$ cat config.mk
export PLATFORM = sky130hd
export DESIGN_NAME = fetch_pc_ctrl
export DESIGN_NICKNAME = d
export VERILOG_FILES = /design/src/rtl/fetch_pc_pkg.sv /design/src/rtl/pcf_xfer_decode.sv /design/src/rtl/pcf_drain_cnt.sv /design/src/rtl/fetch_pc_ctrl.sv
export SDC_FILE = /design/constraint.sdc
export NUM_CORES = 1
export LEC_CHECK = 0
export BUFFER_PORTS_ARGS = -buffer_cell sky130_fd_sc_hd__buf_2
export CORE_UTILIZATION = 35
export DETAILED_ROUTE_END_ITERATION = 8
export PLACE_DENSITY = 0.89
export SLEW_MARGIN = 20
export SYNTH_ARGS = -nofsm -noshare
export SYNTH_HDL_FRONTEND = slang
export SYNTH_SLANG_ARGS = --single-unit
$ cat constraint.sdc
create_clock -name clk -period 3.6 [get_ports clk]
set_clock_uncertainty 0.2 [all_clocks]
set_input_delay 0.54 -clock clk [delete_from_list [all_inputs] [get_ports clk]]
set_output_delay 0.54 -clock clk [all_outputs]
set_load 0.05 [all_outputs]
$ cat src/rtl/fetch_pc_pkg.sv
package fetch_pc_pkg;

    typedef enum logic [1:0] {
        SEL_SEQ = 2'b00,
        SEL_TGT = 2'b01,
        SEL_REG = 2'b10,
        SEL_VEC = 2'b11
    } pc_sel_e;

    typedef enum logic [2:0] {
        XFER_NONE,
        XFER_BR_ZERO,
        XFER_BR_NONZERO,
        XFER_JUMP_IMM,
        XFER_JUMP_REG
    } xfer_e;

    typedef enum logic [1:0] {
        ST_VECTOR,
        ST_RUN,
        ST_DRAIN
    } state_e;

    localparam int OP_W = 6;

    localparam logic [OP_W-1:0] OPC_BR_ZERO    = 6'h04;
    localparam logic [OP_W-1:0] OPC_BR_NONZERO = 6'h05;
    localparam logic [OP_W-1:0] OPC_JMP_IMM    = 6'h02;
    localparam logic [OP_W-1:0] OPC_JMP_IMM_LK = 6'h03;
    localparam logic [OP_W-1:0] OPC_JMP_REG    = 6'h12;
    localparam logic [OP_W-1:0] OPC_JMP_REG_LK = 6'h13;

endpackage

$ cat src/rtl/pcf_xfer_decode.sv
module pcf_xfer_decode
    import fetch_pc_pkg::*;
#(
    parameter int INSTR_W = 32,
    parameter int OP_LSB  = 26
) (
    input  logic [INSTR_W-1:0] instr,
    input  logic               cmp_eq,
    output xfer_e              kind,
    output logic               is_xfer,
    output logic               taken,
    output pc_sel_e            redirect_sel
);
    localparam int OP_MSB = OP_LSB + OP_W - 1;

    logic [OP_W-1:0] opc;
    assign opc = instr[OP_MSB:OP_LSB];

    always_comb begin
        unique case (opc)
            OPC_BR_ZERO:                   kind = XFER_BR_ZERO;
            OPC_BR_NONZERO:                kind = XFER_BR_NONZERO;
            OPC_JMP_IMM, OPC_JMP_IMM_LK:   kind = XFER_JUMP_IMM;
            OPC_JMP_REG, OPC_JMP_REG_LK:   kind = XFER_JUMP_REG;
            default:                       kind = XFER_NONE;
        endcase
    end

    always_comb begin
        is_xfer      = 1'b1;
        taken        = 1'b0;
        redirect_sel = SEL_SEQ;
        unique case (kind)
            XFER_BR_ZERO: begin
                taken        = cmp_eq;
                redirect_sel = cmp_eq ? SEL_TGT : SEL_SEQ;
            end
            XFER_BR_NONZERO: begin
                taken        = ~cmp_eq;
                redirect_sel = cmp_eq ? SEL_SEQ : SEL_TGT;
            end
            XFER_JUMP_IMM: begin
                taken        = 1'b1;
                redirect_sel = SEL_TGT;
            end
            XFER_JUMP_REG: begin
                taken        = 1'b1;
                redirect_sel = SEL_REG;
            end
            default: begin
                is_xfer = 1'b0;
            end
        endcase
    end


    always_comb begin
        if (kind == XFER_JUMP_REG)
            reg_jump_sel_chk: assert (taken && redirect_sel == SEL_REG);
    end

endmodule

$ cat src/rtl/pcf_drain_cnt.sv
module pcf_drain_cnt #(
    parameter int DRAIN_CYCLES = 3,
    localparam int CW = $clog2(DRAIN_CYCLES + 1)
) (
    input  logic          clk,
    input  logic          rst,
    input  logic          load,
    output logic [CW-1:0] cnt,
    output logic          busy,
    output logic          last
);
    always_ff @(posedge clk) begin
        if (rst)
            cnt <= '0;
        else if (load)
            cnt <= CW'(DRAIN_CYCLES);
        else if (cnt != '0)
            cnt <= cnt - CW'(1);
    end

    assign busy = (cnt != '0);
    assign last = (cnt == CW'(1));


    cnt_bound_chk: assert property (@(posedge clk) disable iff (rst)
        cnt <= CW'(DRAIN_CYCLES));


    cnt_step_chk: assert property (@(posedge clk) disable iff (rst)
        (busy && !load) |=> (cnt == $past(cnt) - CW'(1)));

endmodule

$ cat src/rtl/fetch_pc_ctrl.sv
module fetch_pc_ctrl
    import fetch_pc_pkg::*;
#(
    parameter int              INSTR_W      = 32,
    parameter int              ADDR_W       = 32,
    parameter int              OP_LSB       = 26,
    parameter int              DRAIN_CYCLES = 3,
    parameter logic [ADDR_W-1:0] RESET_VEC  = '0
) (
    input  logic               clk,
    input  logic               rst,
    input  logic [INSTR_W-1:0] dec_instr,
    input  logic               cmp_equal,
    input  logic               dec_dep_hazard,
    output logic [1:0]         pc_sel,
    output logic [ADDR_W-1:0]  exc_vector,
    output logic               fetch_stall,
    output logic               branch_taken_q
);
    localparam int CW = $clog2(DRAIN_CYCLES + 1);

    state_e  state_q, state_d;
    xfer_e   kind;
    logic    is_xfer, taken;
    pc_sel_e redirect_sel;
    logic    stall_start;
    logic [CW-1:0] drain_cnt;
    logic    drain_busy, drain_last;

    pcf_xfer_decode #(
        .INSTR_W (INSTR_W),
        .OP_LSB  (OP_LSB)
    ) u_decode (
        .instr        (dec_instr),
        .cmp_eq       (cmp_equal),
        .kind         (kind),
        .is_xfer      (is_xfer),
        .taken        (taken),
        .redirect_sel (redirect_sel)
    );

    assign stall_start = (state_q == ST_RUN) && (is_xfer || dec_dep_hazard);

    pcf_drain_cnt #(
        .DRAIN_CYCLES (DRAIN_CYCLES)
    ) u_drain (
        .clk  (clk),
        .rst  (rst),
        .load (stall_start),
        .cnt  (drain_cnt),
        .busy (drain_busy),
        .last (drain_last)
    );

    // next state
    always_comb begin
        state_d = state_q;
        unique case (state_q)
            ST_VECTOR: state_d = ST_RUN;
            ST_RUN:    if (stall_start) state_d = ST_DRAIN;
            ST_DRAIN:  if (drain_last)  state_d = ST_RUN;
            default:   state_d = ST_VECTOR;
        endcase
    end

    // state register
    always_ff @(posedge clk) begin
        if (rst) state_q <= ST_VECTOR;
        else     state_q <= state_d;
    end

    // registered outputs
    always_ff @(posedge clk) begin
        if (rst) begin
            pc_sel         <= SEL_VEC;
            branch_taken_q <= 1'b0;
        end else begin
            unique case (state_q)
                ST_VECTOR: begin
                    pc_sel         <= SEL_VEC;
                    branch_taken_q <= 1'b0;
                end
                ST_RUN: begin
                    pc_sel         <= is_xfer ? redirect_sel : SEL_SEQ;
                    branch_taken_q <= is_xfer && taken;
                end
                default: begin
                    pc_sel         <= SEL_SEQ;
                    branch_taken_q <= 1'b0;
                end
            endcase
        end
    end

    assign fetch_stall = drain_busy;
    assign exc_vector  = RESET_VEC;


    taken_pulse_chk: assert property (@(posedge clk) disable iff (rst)
        branch_taken_q |=> !branch_taken_q);


    drain_seq_chk: assert property (@(posedge clk) disable iff (rst)
        fetch_stall |=> (pc_sel == SEL_SEQ));


    redirect_stalls_chk: assert property (@(posedge clk) disable iff (rst)
        (pc_sel == SEL_TGT || pc_sel == SEL_REG) |-> fetch_stall);


    drain_state_chk: assert property (@(posedge clk) disable iff (rst)
        fetch_stall |-> (state_q == ST_DRAIN));

endmodule

**Yosys cells after proc, flatten, opt, wreduce, memory -nomap -nowiden**

Index checks and enable logic that the tools add are counted.

- Flip-flop bits (word level): 7
- Input port bits: 36
- Output and inout bits: 36
- Word-level logic and storage cells: 47

- Add/subtract/negate cells: 1
- Equal/unequal tests: 15
- Muxes and demuxes: 13
- Bitwise operators: 2
- Reductions and logical operators: 12

Operators by type and width:

| kind | number |
|---|---|
| $eq 6x2->1 const B | 2 |
| $eq 6x3->1 const B | 2 |
| $eq 6x5->1 const B | 2 |
| $pmux 3 s4 | 1 |
| $mux 2 | 5 |
| $pmux 2 s4 | 1 |
| $reduce_or 2->1 | 4 |
| $eq 3x2->1 const B | 2 |
| $pmux 2 s3 | 1 |
| $eq 2x1->1 const B | 2 |
| $ne 2x2->1 const B | 2 |
| $pmux 2 s2 | 1 |
| $reduce_bool 2->1 | 2 |
| $reduce_or 4->1 | 1 |
| $eq 3x1->1 const B | 1 |
| $eq 3x3->1 const B | 1 |
| $mux 1 | 3 |
| $pmux 1 s3 | 1 |
| $eq 2x2->1 const B | 1 |
| $logic_and 1x1->1 | 2 |
| $logic_not 2->1 | 1 |
| $not 1->1 | 2 |
| $reduce_and 2->1 | 1 |
| $sub 2x1->2 const B | 1 |
| $logic_or 1x1->1 | 1 |

**Longest topological paths before layout**

- Depth in word-level cells: 10
- Depth in mapped cells: 5
- Gate-level depth less buffers: 5

**Cells and area by module**

A second synthesis with hierarchy kept.

- Cell total of the unflattened synthesis: 85
- Area, all modules: 653.1 um2

Modules (own cells, without submodules):

| module | instances | cells each | area an instance (um2) | sequential area each (um2) |
|---|---|---|---|---|
| fetch_pc_ctrl | 1 | 54 | 436.7 | 100.1 |
| pcf_drain_cnt | 1 | 12 | 112.6 | 40.0 |
| pcf_xfer_decode | 1 | 19 | 103.8 | 0.0 |

**Worst setup path before layout**

Ideal clock, no wire load.

- Path kind: flip-flop to flip-flop
- Start point: reg u_drain.cnt[0]
- End point: reg u_drain.cnt[1]
- Library setup time: 0.075 ns
- Arrival time: 1.410 ns
- Data required time: 3.325 ns
- Path slack: 1.915 ns
- Cell stages (with the launch flop): 6
- Path buffers: 0
- Period minus slack after synthesis: 1.685 ns
- Path through: dfxtp_1 > inv_1 > ha_1 > inv_1 > mux2_2 > o22ai_1

- Elaborated cells between the ends (all ways): 5
- Those cells by class: add/sub: 1; mux: 2; reduce/logical: 2

RTL lines:

| element | line | RTL |
|---|---|---|
| from (decl) | pcf_drain_cnt.sv:8 | `output logic [CW-1:0] cnt,` |
| from (signal assigned) | pcf_drain_cnt.sv:16 | `cnt <= CW'(DRAIN_CYCLES);` |
| from (signal assigned) | pcf_drain_cnt.sv:18 | `cnt <= cnt - CW'(1);` |
| $reduce_bool 2->1 | n/a |  |
| named net fetch_stall | fetch_pc_ctrl.sv:17 | `output logic fetch_stall,` |
| $reduce_bool 2->1 (no line) | n/a |  |

The timed path passes the listed nets, and every way through them passes these cells. The select of a mux whose other input is x is not followed.
A chain may end at the register's enable or synchronous reset.

**Worst setup path after layout**

- Start point: reg u_drain.cnt[0]
- End point: out fetch_stall

- Word-level cells in the longest chain between the ends: 1

Ends and longest elaborated chain:

| element | line | RTL |
|---|---|---|
| $reduce_bool 2->1 | pcf_drain_cnt.sv:21 | `assign busy = (cnt != '0);` |
| to (decl) | fetch_pc_ctrl.sv:17 |  |

No other way between the ends.

==> out/metrics.cfg <==
[drt]
postRouteWirelength_um = 861
detailedRoute.firstPassIterationCount = 4
drt-initial-drc-count = 7
vias = 429
average_wire_per_standard_cell_um = 7.487
detail_route.drc_violations = 0
antenna_violating_nets_remaining = 0
drt-vias-per-instance = 3.730

[logic_synthesis]
synth_top_cells_by_area = buf_4, dfxtp_1, o311ai_4
ys_types = 25
syn-instance-count = 74
synth.yosys.warnings = 0
post-synth-top-area-fraction_pct = 37.94
synthesis.area_per_instance_sq_um = 8.556
syn_area_sq_um = 633.1
seq_total_area_yosys_pct = 22.13
ys_seq_elements = 7
synth_area_leader_cell = buf_4

[clock_network]
clock_tree.htree_level_count = 1
clkLatencyLatePin_ns = 0.25
postCtsResizedCells = 0
post-cts-setup-buffer-count = 0
cts_tree = built
cts.clk_slew.worst_paths_ns = 0.05
clock_sink_count = 7
numCtsBuffers = 3
cts_buffer_depth = 2
cts_hold_buf = 0
clockRootBuffer = clkbuf_4

[floorplan]
start_util_pct = 37.07
fp.dieW_um = 44.53
fp.dieH_um = 44.53
core_region_area_sq_um = 1708
number_of_placement_rows = 15
top_level_ports = 72
dieArea_sq_um = 1983

[sta]
summed_negative_setup_slack_over_all_endpoints_ns = 0
final-hold-violation-count = 0
report.final.slew_viol_count = 0
report.final.setup_viol = 0
post-route-period-util_pct = 54.70
period_minus_slack_ns = 1.969
fmaxAchievable_mhz = 507.8
grt_setup_unrepaired = no
finalHoldWorstSlack_ns = 0.3651
worst_slack_ns = 1.631

[worst_setup_path]
critPathLaunchType = register
startpoint = u_drain.cnt[0]$_SDFFE_PP0P_
worstReg2RegEnd = u_drain.cnt[1]$_SDFFE_PP0P_
timing_worst_setup_path_type = register to output port
crit_path_max_incr_delay_ns = 0.36
cp-end-kind = output port
worst_ep_required_time_ns = 2.86
worstPathCellList = inv_1 > ha_1 > inv_1 > buf_2
timing.critical_path.arrival_ns = 1.23
critPathMaxFanout = 3
worstReg2RegStart = u_drain.cnt[0]$_SDFFE_PP0P_
reg2reg_depth = 5
regToRegSetupSlack_ns = 2.18
path_common_cell = inv_1
slowest_stage = dfxtp_1

[power_and_ir_drop]
switching_share_pct = 51.17
pwr-share-clk_pct = 17.8
power.combinational.fraction_pct = 54.7
design_power_total_w = 0.0003988
switching_power_w = 0.0002040
power.ir.vdd_worst_uv = 214.6
power-per-cell-area_nw_per_um2 = 631.1
cell_internal_pwr_w = 0.0001947
power_leakage_nw = 0.3302
seq_power_share_pct = 27.5

[worst_hold_path]
hold_path_depth = 2
worst_hold_path_type = register to register
whs_endpoint = state_q[1]$_SDFFE_PP0P_
timing.hold.worst.start = state_q[0]$_SDFFE_PP0P_

[global_route]
grt_pass1_vias = 338
grt_pass1_wl_mm = 1.193
grt_use_total_pct = 8.732
globalRouteOverflowTotal = 0
grt_max_degree = 9
antenna_found_initial = 0

[cells_and_area]
total_area_of_multi_input_combinational_cells_sq_um = 350.3
finish.cell_count_without_fillers = 115
fillCellCount = 178
layout_commonest_cell = conb_1
final_layout_size_suffix_gt1_share_pct = 23.33
insertedDiodeCount = 0
nets_finish = 129
area_delta_synth_final_pct = -0.1976
commonest_cells_after_routing_fill_and_taps_aside = conb_1, buf_2, dfxtp_1
seqCellArea_sq_um = 140.1

[status]
run_status = finished clean

[place]
hpwl_um = 736.1
gp_congestion = 0.8108
place.port_buffers = 13
post-place-ws_ns = 1.885
dpl.cell_count = 111

[flow_run]
maxCapViolations = 0

sequential cells by signal, summed over array words and instances (netlist names):
signal / flops
pc_sel: 2
state_q: 2
u_drain.cnt: 2
branch_taken_q: 1
synthesized netlist by cell type (all sizes together):
cell type  count
nor3           1
nor3b          1
o31ai          1
o21ai          3
a32o           1
o22ai          2
and3           1
ha             2
nor2b          1
inv            5
o311ai         1
dfxtp          7
or2            1
buf           32
conb           1
nand3          1
xnor2          1
o21bai         1
mux2           1
a311o          1
xor2           1
a31oi          1
nor2           5
nand2b         2
worst max-delay path: cells and delay by family, from the launching register on:
family / cells / cell delay [ns]
flip-flops: 1 / 0.36
buffers and inverters: 3 / 0.40
adder cells (fa/ha/maj): 1 / 0.22
cell type report:
| type | count | area share, % |
|---|---|---|
| sequential | 7 | 22.18 |
| inverter | 5 | 2.970 |
| clock buffer | 4 | 4.158 |
| timing repair buffer | 13 | 10.30 |
| tap | 25 | 4.950 |
| multi-input combinational | 61 | 55.45 |
routing by layer:
layer	up-vias	GRT usage [%]	share of wire (%)
met5	-	0	0
met3	0	1.633	8.8
li1	211	-	-
met2	33	16.47	54
met1	185	6.158	37
met4	0	11.52	0
worst max path at each step:
stage | slack, ns | endpoint
floorplan | 1.92 | u_drain.cnt[1]$_SDFFE_PP0P_
global placement | 1.92 | fetch_stall
detailed placement | 1.88 | fetch_stall
CTS | 1.61 | fetch_stall
global route | 1.59 | fetch_stall
finish | 1.63 | fetch_stall
metrics by stage:
step | util [%] | area [sq um]
global route | 37.00 | 631.9
finish | 37.00 | 631.9
CTS | 37.00 | 631.9
detailed placement | 35.46 | 605.6
global placement | 35.46 | 605.6
floorplan | - | 749.5
logic make-up after synthesis:
kind of cell	synth area share, %
multiplexers	1.779
buffers and inverters	40.91
AO/OA/AOI/OAI	15.02
adder cells (fa/ha/maj)	3.952
AND/OR/NAND/NOR	12.85
flip-flops	22.13
XOR/XNOR	2.767
other	0.5923
power by group through the flow:
stage	combinational (W)	clock [W]	sequential (W)
final	0.000218	0.0000709	0.000110
after global routing	0.000230	0.0000742	0.000111
after CTS	0.000220	0.0000732	0.000109
after detailed placement	0.000218	0	0.000111
after global placement	0.000212	0	0.000110
after floorplan	0.000198	0	0.000123
(Power assumes the default switching activity.)
